File: config.mk
export PLATFORM = sky130hd
export DESIGN_NAME = next_pc_btb
export DESIGN_NICKNAME = d
export VERILOG_FILES = /design/src/rtl/btb_pkg.sv /design/src/rtl/btb_ctrl.sv /design/src/rtl/btb_datapath.sv /design/src/rtl/next_pc_btb.sv
export SDC_FILE = /design/constraint.sdc
export NUM_CORES = 1
export LEC_CHECK = 0
export CORE_ASPECT_RATIO = 0.6
export CORE_MARGIN = 3
export CORE_UTILIZATION = 45
export DETAILED_ROUTE_END_ITERATION = 10
export GPL_TIMING_DRIVEN = 0
export SLEW_MARGIN = 15
export SYNTH_ARGS = -nofsm -noshare
export SYNTH_HDL_FRONTEND = slang
export SYNTH_SLANG_ARGS = --single-unit
File: constraint.sdc
create_clock -name clk -period 17.4 [get_ports clk]
set_clock_uncertainty 0.15 [all_clocks]
set_input_delay 3.48 -clock clk [delete_from_list [all_inputs] [get_ports clk]]
set_output_delay 3.48 -clock clk [all_outputs]
set_load 0.02 [all_outputs]
File: src/rtl/btb_pkg.sv
package btb_pkg;
  // Default geometry: 32-bit PCs, word-aligned, 16 slots
  localparam int unsigned PC_W  = 32;
  localparam int unsigned OFS_W = 2;
  localparam int unsigned IDX_W = 4;

  // Strobes from the control half to the datapath half
  typedef struct packed {
    logic wrEn;    // a table write happens on this edge
    logic flush;   // invalidate every slot on this edge
  } btbStrobe_t;
endpackage

File: src/rtl/btb_ctrl.sv
module btb_ctrl
  import btb_pkg::*;
#(
  parameter int unsigned IDX_W = btb_pkg::IDX_W,
  localparam int unsigned ENTRIES = 1 << IDX_W
) (
  input  logic               rstN,
  input  logic               updValid,
  input  logic [IDX_W-1:0]   updIdx,
  output btbStrobe_t         strobe,
  output logic [ENTRIES-1:0] wrSel
);
  always_comb begin
    strobe.flush = !rstN;
    strobe.wrEn  = rstN && updValid;
  end

  // One-hot slot select for the write port
  for (genvar i = 0; i < ENTRIES; i++) begin : g_dec
    assign wrSel[i] = (updIdx == IDX_W'(i));
  end
endmodule

File: src/rtl/btb_datapath.sv
module btb_datapath
  import btb_pkg::*;
#(
  parameter int unsigned PC_W  = btb_pkg::PC_W,
  parameter int unsigned OFS_W = btb_pkg::OFS_W,
  parameter int unsigned IDX_W = btb_pkg::IDX_W,
  localparam int unsigned ENTRIES = 1 << IDX_W,
  localparam int unsigned TAG_W   = PC_W - IDX_W - OFS_W
) (
  input  logic               clk,
  input  btbStrobe_t         strobe,
  input  logic [ENTRIES-1:0] wrSel,
  input  logic [TAG_W-1:0]   updTag,
  input  logic [PC_W-1:0]    updTarget,
  input  logic [PC_W-1:0]    lookupPc,
  output logic [PC_W-1:0]    predNextPc
);
  localparam logic [PC_W-1:0] STEP = PC_W'(1) << OFS_W;

  logic [ENTRIES-1:0] validQ;
  logic [TAG_W-1:0]   tagQ [ENTRIES];
  logic [PC_W-1:0]    tgtQ [ENTRIES];

  for (genvar i = 0; i < ENTRIES; i++) begin : g_slot
    always_ff @(posedge clk) begin
      if (strobe.flush) begin
        validQ[i] <= 1'b0;
        tagQ[i]   <= '0;
        tgtQ[i]   <= '0;
      end else if (strobe.wrEn && wrSel[i]) begin
        validQ[i] <= 1'b1;
        tagQ[i]   <= updTag;
        tgtQ[i]   <= updTarget;
      end
    end
  end

  logic [IDX_W-1:0] lkIdx;
  logic [TAG_W-1:0] lkTag;
  logic             lkHit;
  logic [PC_W-1:0]  seqPc;

  always_comb begin
    lkIdx      = lookupPc[OFS_W +: IDX_W];
    lkTag      = lookupPc[PC_W-1 -: TAG_W];
    seqPc      = lookupPc + STEP;
    lkHit      = validQ[lkIdx] && (tagQ[lkIdx] == lkTag);
    predNextPc = lkHit ? tgtQ[lkIdx] : seqPc;
  end
endmodule

File: src/rtl/next_pc_btb.sv
module next_pc_btb
  import btb_pkg::*;
#(
  parameter int unsigned PC_W  = btb_pkg::PC_W,
  parameter int unsigned OFS_W = btb_pkg::OFS_W,
  parameter int unsigned IDX_W = btb_pkg::IDX_W,
  localparam int unsigned ENTRIES = 1 << IDX_W,
  localparam int unsigned TAG_W   = PC_W - IDX_W - OFS_W
) (
  input  logic            clk,
  input  logic            rstN,
  input  logic [PC_W-1:0] lookupPc,
  output logic [PC_W-1:0] predNextPc,
  input  logic            updValid,
  input  logic [PC_W-1:0] updPc,
  input  logic [PC_W-1:0] updTarget
);
  btbStrobe_t         strobe;
  logic [ENTRIES-1:0] wrSel;

  // Byte-offset bits of a word-aligned branch address carry no information
  logic unusedOfsBits;
  assign unusedOfsBits = ^updPc[OFS_W-1:0];

  btb_ctrl #(.IDX_W(IDX_W)) ctrl_i (
    .rstN    (rstN),
    .updValid(updValid),
    .updIdx  (updPc[OFS_W +: IDX_W]),
    .strobe  (strobe),
    .wrSel   (wrSel)
  );

  btb_datapath #(.PC_W(PC_W), .OFS_W(OFS_W), .IDX_W(IDX_W)) dp_i (
    .clk       (clk),
    .strobe    (strobe),
    .wrSel     (wrSel),
    .updTag    (updPc[PC_W-1 -: TAG_W]),
    .updTarget (updTarget),
    .lookupPc  (lookupPc),
    .predNextPc(predNextPc)
  );
endmodule

Yosys cells after proc, flatten, opt, wreduce, memory -nomap -nowiden
Memories as Yosys holds them, arrays and structs flattened.
Cells that the tools add are included.
- add/sub/neg operators: 1
- bitwise operators: 32
- multiplexer cells: 84
- equality and inequality tests: 16
- shift operators: 0
- reduce and logical (&&, ||, !) cells: 19
- div/mod/pow operators: 0
- magnitude comparators: 1
- multiply operators: 0
- operator list (kind ; count):
    two-way mux 32 bit ; 17
    two-way mux 26 bit ; 16
    two-way mux 1 bit ; 50
    adder 32 x 3 -> 32 bit (second input constant) ; 1
    equality test 4 bit (second input constant) ; 8
    OR 1 bit ; 32
    equality test 26 bit ; 1
    logical AND 1 bit ; 18
    equality test 4 x 3 -> 1 bit (second input constant) ; 4
    equality test 4 x 2 -> 1 bit (second input constant) ; 2
    < comparator 4 x 5 -> 1 bit (second input constant) ; 1
    binary-select mux 1 bit (select 4 bit) ; 1
    equality test 4 x 1 -> 1 bit (second input constant) ; 1
    zero test 4 bit ; 1
- bits in writable memories: 928
- latch bits: 0
- flip-flop bits (word level): 16
- memories kept: 2
- memory bits (read-only): 0
- logic and storage cells: 171
- memories (name ; words ; bits a word ; read ports ; clocked after memory_dff ; wr ports ; RTL line ; RTL):
    dp_i.tgtQ ; 16 ; 32 ; 1 ; 0 ; 16 ; btb_datapath.sv:22 ; logic [PC_W-1:0] tgtQ [ENTRIES];
    dp_i.tagQ ; 16 ; 26 ; 1 ; 0 ; 16 ; btb_datapath.sv:21 ; logic [TAG_W-1:0] tagQ [ENTRIES];

Longest topological paths before layout
Gate-level depths: netlist of the first run.
- depth in word-level cells: 6
- mapped depth: 14
- gate-level depth less buffers: 8

Modules after synthesis
Synthesis of the first run repeated with hierarchy kept, for this count alone.
- cells, all modules: 2831
- area total of the unflattened synthesis: 44291.2 µm²
- by module, submodules not included (module ; cells each ; area an instance (µm²) ; times used ; seq. area each (µm²)):
    btb_datapath ; 2809 ; 44054.8 ; 1 ; 28187.0
    btb_ctrl ; 22 ; 236.5 ; 1 ; 0.0

Worst setup path after synthesis of the first run
OpenSTA, ideal clock, no wires.
- path kind: in2out
- start: in lookupPc[2]
- end: out predNextPc[10]
- data arrival time: 6.489 ns
- required time: 13.770 ns
- path slack: 7.281 ns
- cell stages on the path: 9
- path buffers: 6
- cell sequence: buf_6 > buf_4 > buf_4 > buf_2 > clkbuf_1 > buf_1 > mux4_2 > mux4_2 > mux2_1
- longest elaborated chain between the ends: 4
- elaborated cells between the ends (all ways): 8
- classes of those cells: add/sub: 1; eq/ne: 1; mux: 3; reduce/logical: 1; memory: 2
- RTL lines (what ; RTL line ; RTL):
    from (decl) ; next_pc_btb.sv:12 ; input logic [PC_W-1:0] lookupPc,
    memory (16 x 26 bit) or binary-select mux 1 bit (select 4 bit) (tied branches) ; - ;
    equality test 26 bit or two-way mux 1 bit (tied branches) ; btb_datapath.sv:47 ; lkHit = validQ[lkIdx] && (tagQ[lkIdx] == lkTag);
    logical AND 1 bit ; btb_datapath.sv:47 ;
    two-way mux 32 bit * ; btb_datapath.sv:48 ; predNextPc = lkHit ? tgtQ[lkIdx] : seqPc;
    to (decl) ; next_pc_btb.sv:13 ; output logic [PC_W-1:0] predNextPc,
Mark *: on every way between the ends. The rest lies on a longest branch, timed or not. The select of a mux whose other input is x is not followed.

Worst setup path in the final report of the first run
- start: in lookupPc[3]
- end: out predNextPc[6]
Same word-level chain as after synthesis.

==> results of run 1 <==
==> registers in the layout, indices dropped and copies added, names as in the netlist <==
name and flops:
dp_i.tgtQ 512, dp_i.validQ 16, dp_i.tagQ 416
==> cells by family after synthesis <==
family	Yosys count	share of synthesized area [%]
buffers and inverters	255	2.47
flip-flops	944	64.6
multiplexers	347	15.2
XOR/XNOR	39	0.783
adder cells (fa/ha/maj)	1	0.0287
AND/OR/NAND/NOR	1085	15.2
AO/OA/AOI/OAI	105	1.70
==> cells in the mapped netlist, types with 17 or more instances <==
cell	n	area (sq um)
and2_1	932	5830
mux2i_1	52	521
edfxtp_1	928	27900
a22oi_1	18	135
buf_2	17	85.1
nand3_1	18	90.1
nand2_1	34	128
o21a_1	18	135
xnor2_1	29	254
o21ai_0	18	90.1
mux2_2	38	428
mux4_2	249	5610
clkbuf_1	195	732
nor2_1	30	113
==> per-layer routing <==
layer	global-route usage [%]	vias to the layer above	part of all wire (%)
met4	9.22	2	3.1
met5	0	-	0.0086
li1	-	10800	-
met1	46.6	14100	43
met3	8.57	255	13
met2	41.4	1782	41
==> final cells by class <==
| type | count | area, sq um |
|---|---|---|
| fillers | 7608 | 44200 |
| repair buffers | 176 | 2560 |
| clock inverters | 51 | 429 |
| flip-flops and latches | 944 | 28200 |
| diodes | 5 | 12.5 |
| inverters | 10 | 37.5 |
| multi-input cells | 1577 | 14600 |
| plain buffers | 245 | 1050 |
| well taps | 1290 | 1610 |
| clock buffers | 114 | 2430 |
==> power by group <==
part	switching (mW)	internal [mW]
Combinational	0.320	0.211
Clock	0.883	1.09
Sequential	0.0327	2.62
==> cell usage in the layout (no fill, tap or decap), types with 8 or more instances in the layout <==
cell type,n
and2_1,932
edfxtp_1,928
o21a_1,18
mux4_2,249
mux2i_1,52
o22ai_1,9
nand2_1,34
nand2b_1,8
buf_12,20
xnor2_1,29
o21ai_4,12
nor3_1,11
buf_16,33
clkdlybuf4s50_1,119
clkinv_1,22
a22oi_1,18
mux2_1,8
buf_2,18
clkinv_2,19
buf_1,12
nand3_1,18
xor2_1,10
nand4_1,9
clkbuf_16,94
dfxtp_1,16
buf_4,14
nor2_1,30
a21oi_1,8
clkbuf_1,210
mux2_2,38
==> through the flow <==
step           utilization, %  hold WS, ns  cell area, sq um  cells  power, mW
3_5_place_dp             50.5        0.309             48000   4242       3.22
2_1_floorplan               -        0.285             43600   2776       2.96
5_1_grt                  53.5        0.346             50900   4411       5.29
6_report                 53.5        0.323             50900   4412       5.16
4_1_cts                  53.5        0.323             50800   4407       5.16
3_3_place_gp             48.9        0.291             46400   4185       3.20
==> path summary, 6_finish.rpt <==
check	endpoint	slack, ns	start	depth (start not counted)
min reg2reg	dp_i.validQ[15]$_SDFFE_PN0P_	0.32	dp_i.validQ[15]$_SDFFE_PN0P_	1
min	dp_i.validQ[15]$_SDFFE_PN0P_	0.32	dp_i.validQ[15]$_SDFFE_PN0P_	1
max	predNextPc[6]	3.86	lookupPc[3]	15
max reg2reg	dp_i.validQ[11]$_SDFFE_PN0P_	16.62	dp_i.validQ[11]$_SDFFE_PN0P_	1
==> results.yml, run 1 <==
finish:
  final_nets: 3144
  final_layout_size_suffix_gt1_share_pct: 17.2
  area_delta_synth_final_pct: 16.6
cts:
  worst_skew_pair.late_latency_ns: 0.68
  clock_path_buffers: 3
  cts_setup_buffers: 0
  cts_root_buffer: "clkbuf_16"
  htreeDepth: 3
  cts_made_buffers: 90
  path_clk_slew_ns: 0.06
  cts_tree: "done"
  hold_buffers: 0
  cts_resized: 0
  cts.sinks: 944
synthesis:
  ys_seq_area_share_pct: 64.6
  synth_edf_count: 928
  synthCells: 2776
  synth_nets: 2876
  ys.flop_type: "edfxtp_1"
  ys_async_sr_fraction_pct: 0
  ys_warn_count: 0
  ys_types: 57
  netlist_area_sq_um: 43600
  synth_area_per_cell_sq_um: 15.7
  ys_seq_elements: 944
placement:
  dp_slack_ns: 4.12
  place_congestion: 0.929
  hpwl_microns: 110000
  portBuffers: 119
timing:
  period_share_pct: 77.8
  finalMaxSlewViolations: 0
  fmax_mhz: 73.9
  rsz0062_at_grt: "no"
  period_needed_ns: 13.54
  relSlewSlack_pct: 12.2
  setup-tns-final_ns: 0
  setup_ws_ns: 3.86
  finalHoldViolations: 0
  tightest_slew_ns: 1.31
  setup_viol: 0
pwr:
  max-vdd-ir-drop_mv: 0.0763
  power_density_nw_per_um2: 101
  leakagePower_nw: 17.4
die:
  die_height_microns: 247
  std_cell_rows: 87
  pin_count: 131
  die_area_sq_um: 101000
  fp.dieW_microns: 408
  core_area_sq_um: 95000
  start_util_pct: 45.9
routing:
  drt_iter0_drc: 3944
  drtPass1Iterations: 5
  wirelength_microns: 151000
  dr_total_vias: 26900
  via_per_inst: 6.10
  wl_per_cell_microns: 34.3
  ant_nets: 0
  drc_errors: 0
global_route:
  grt_antenna_before_repair: 12
  grt_pass1_vias: 26800
  grt_max_degree: 34
  grt_remaining_overflow: 0
  grt_usage_pct: 30.3
  grt_pass1_wl_microns: 210000
critical_path:
  cp_slowest_cell: "nor4_4"
  crit_type: "input pin to output port"
  worst-path-buf-inv: 7
  startpoint_type: "input pin"
  worstPathRequired_ns: 13.77
  critPathTopFamily: "buffers and inverters"
  worstPathArrival_ns: 9.91
  crit_fanout: 10
  cpPeakStageDelay_ns: 0.94
  crit_chain: "clkdlybuf4s50_1 -> buf_4 -> buf_6 -> buf_2 -> buf_2 -> mux2i_1 -> a221oi_1 -> a22oi_1 -> o211ai_1 -> a2111oi_0 -> nand4_1 -> nor4_4 -> buf_6 -> mux2_1 -> clkdlybuf4s50_1"
  end_kind: "output port"
job:
  maxCapViolCount: 0
min_path:
  hold_path.class: "flop to flop"
status:
  status: "finished clean"
(Power assumes the default switching activity.)
==> inputs of run 2 (changes only) <==
==> constraint.sdc (replaced) <==
create_clock -name clk -period 12.2 [get_ports clk]
set_clock_uncertainty 0.15 [all_clocks]
set_input_delay 2.44 -clock clk [delete_from_list [all_inputs] [get_ports clk]]
set_output_delay 2.44 -clock clk [all_outputs]
set_load 0.02 [all_outputs]
==> results of run 2 <==
The final DEF is identical to that of run 1. Status: finished clean.
Main changes from that run: setup slack after placement 4.12 ns -> 0.998 ns; setup slack after layout 3.86 ns -> 0.741 ns; register-to-register setup slack 16.62 ns -> 11.42 ns; total power 5.16 mW -> 7.36 mW; worst IR drop on VDD 0.0763 mV -> 0.109 mV
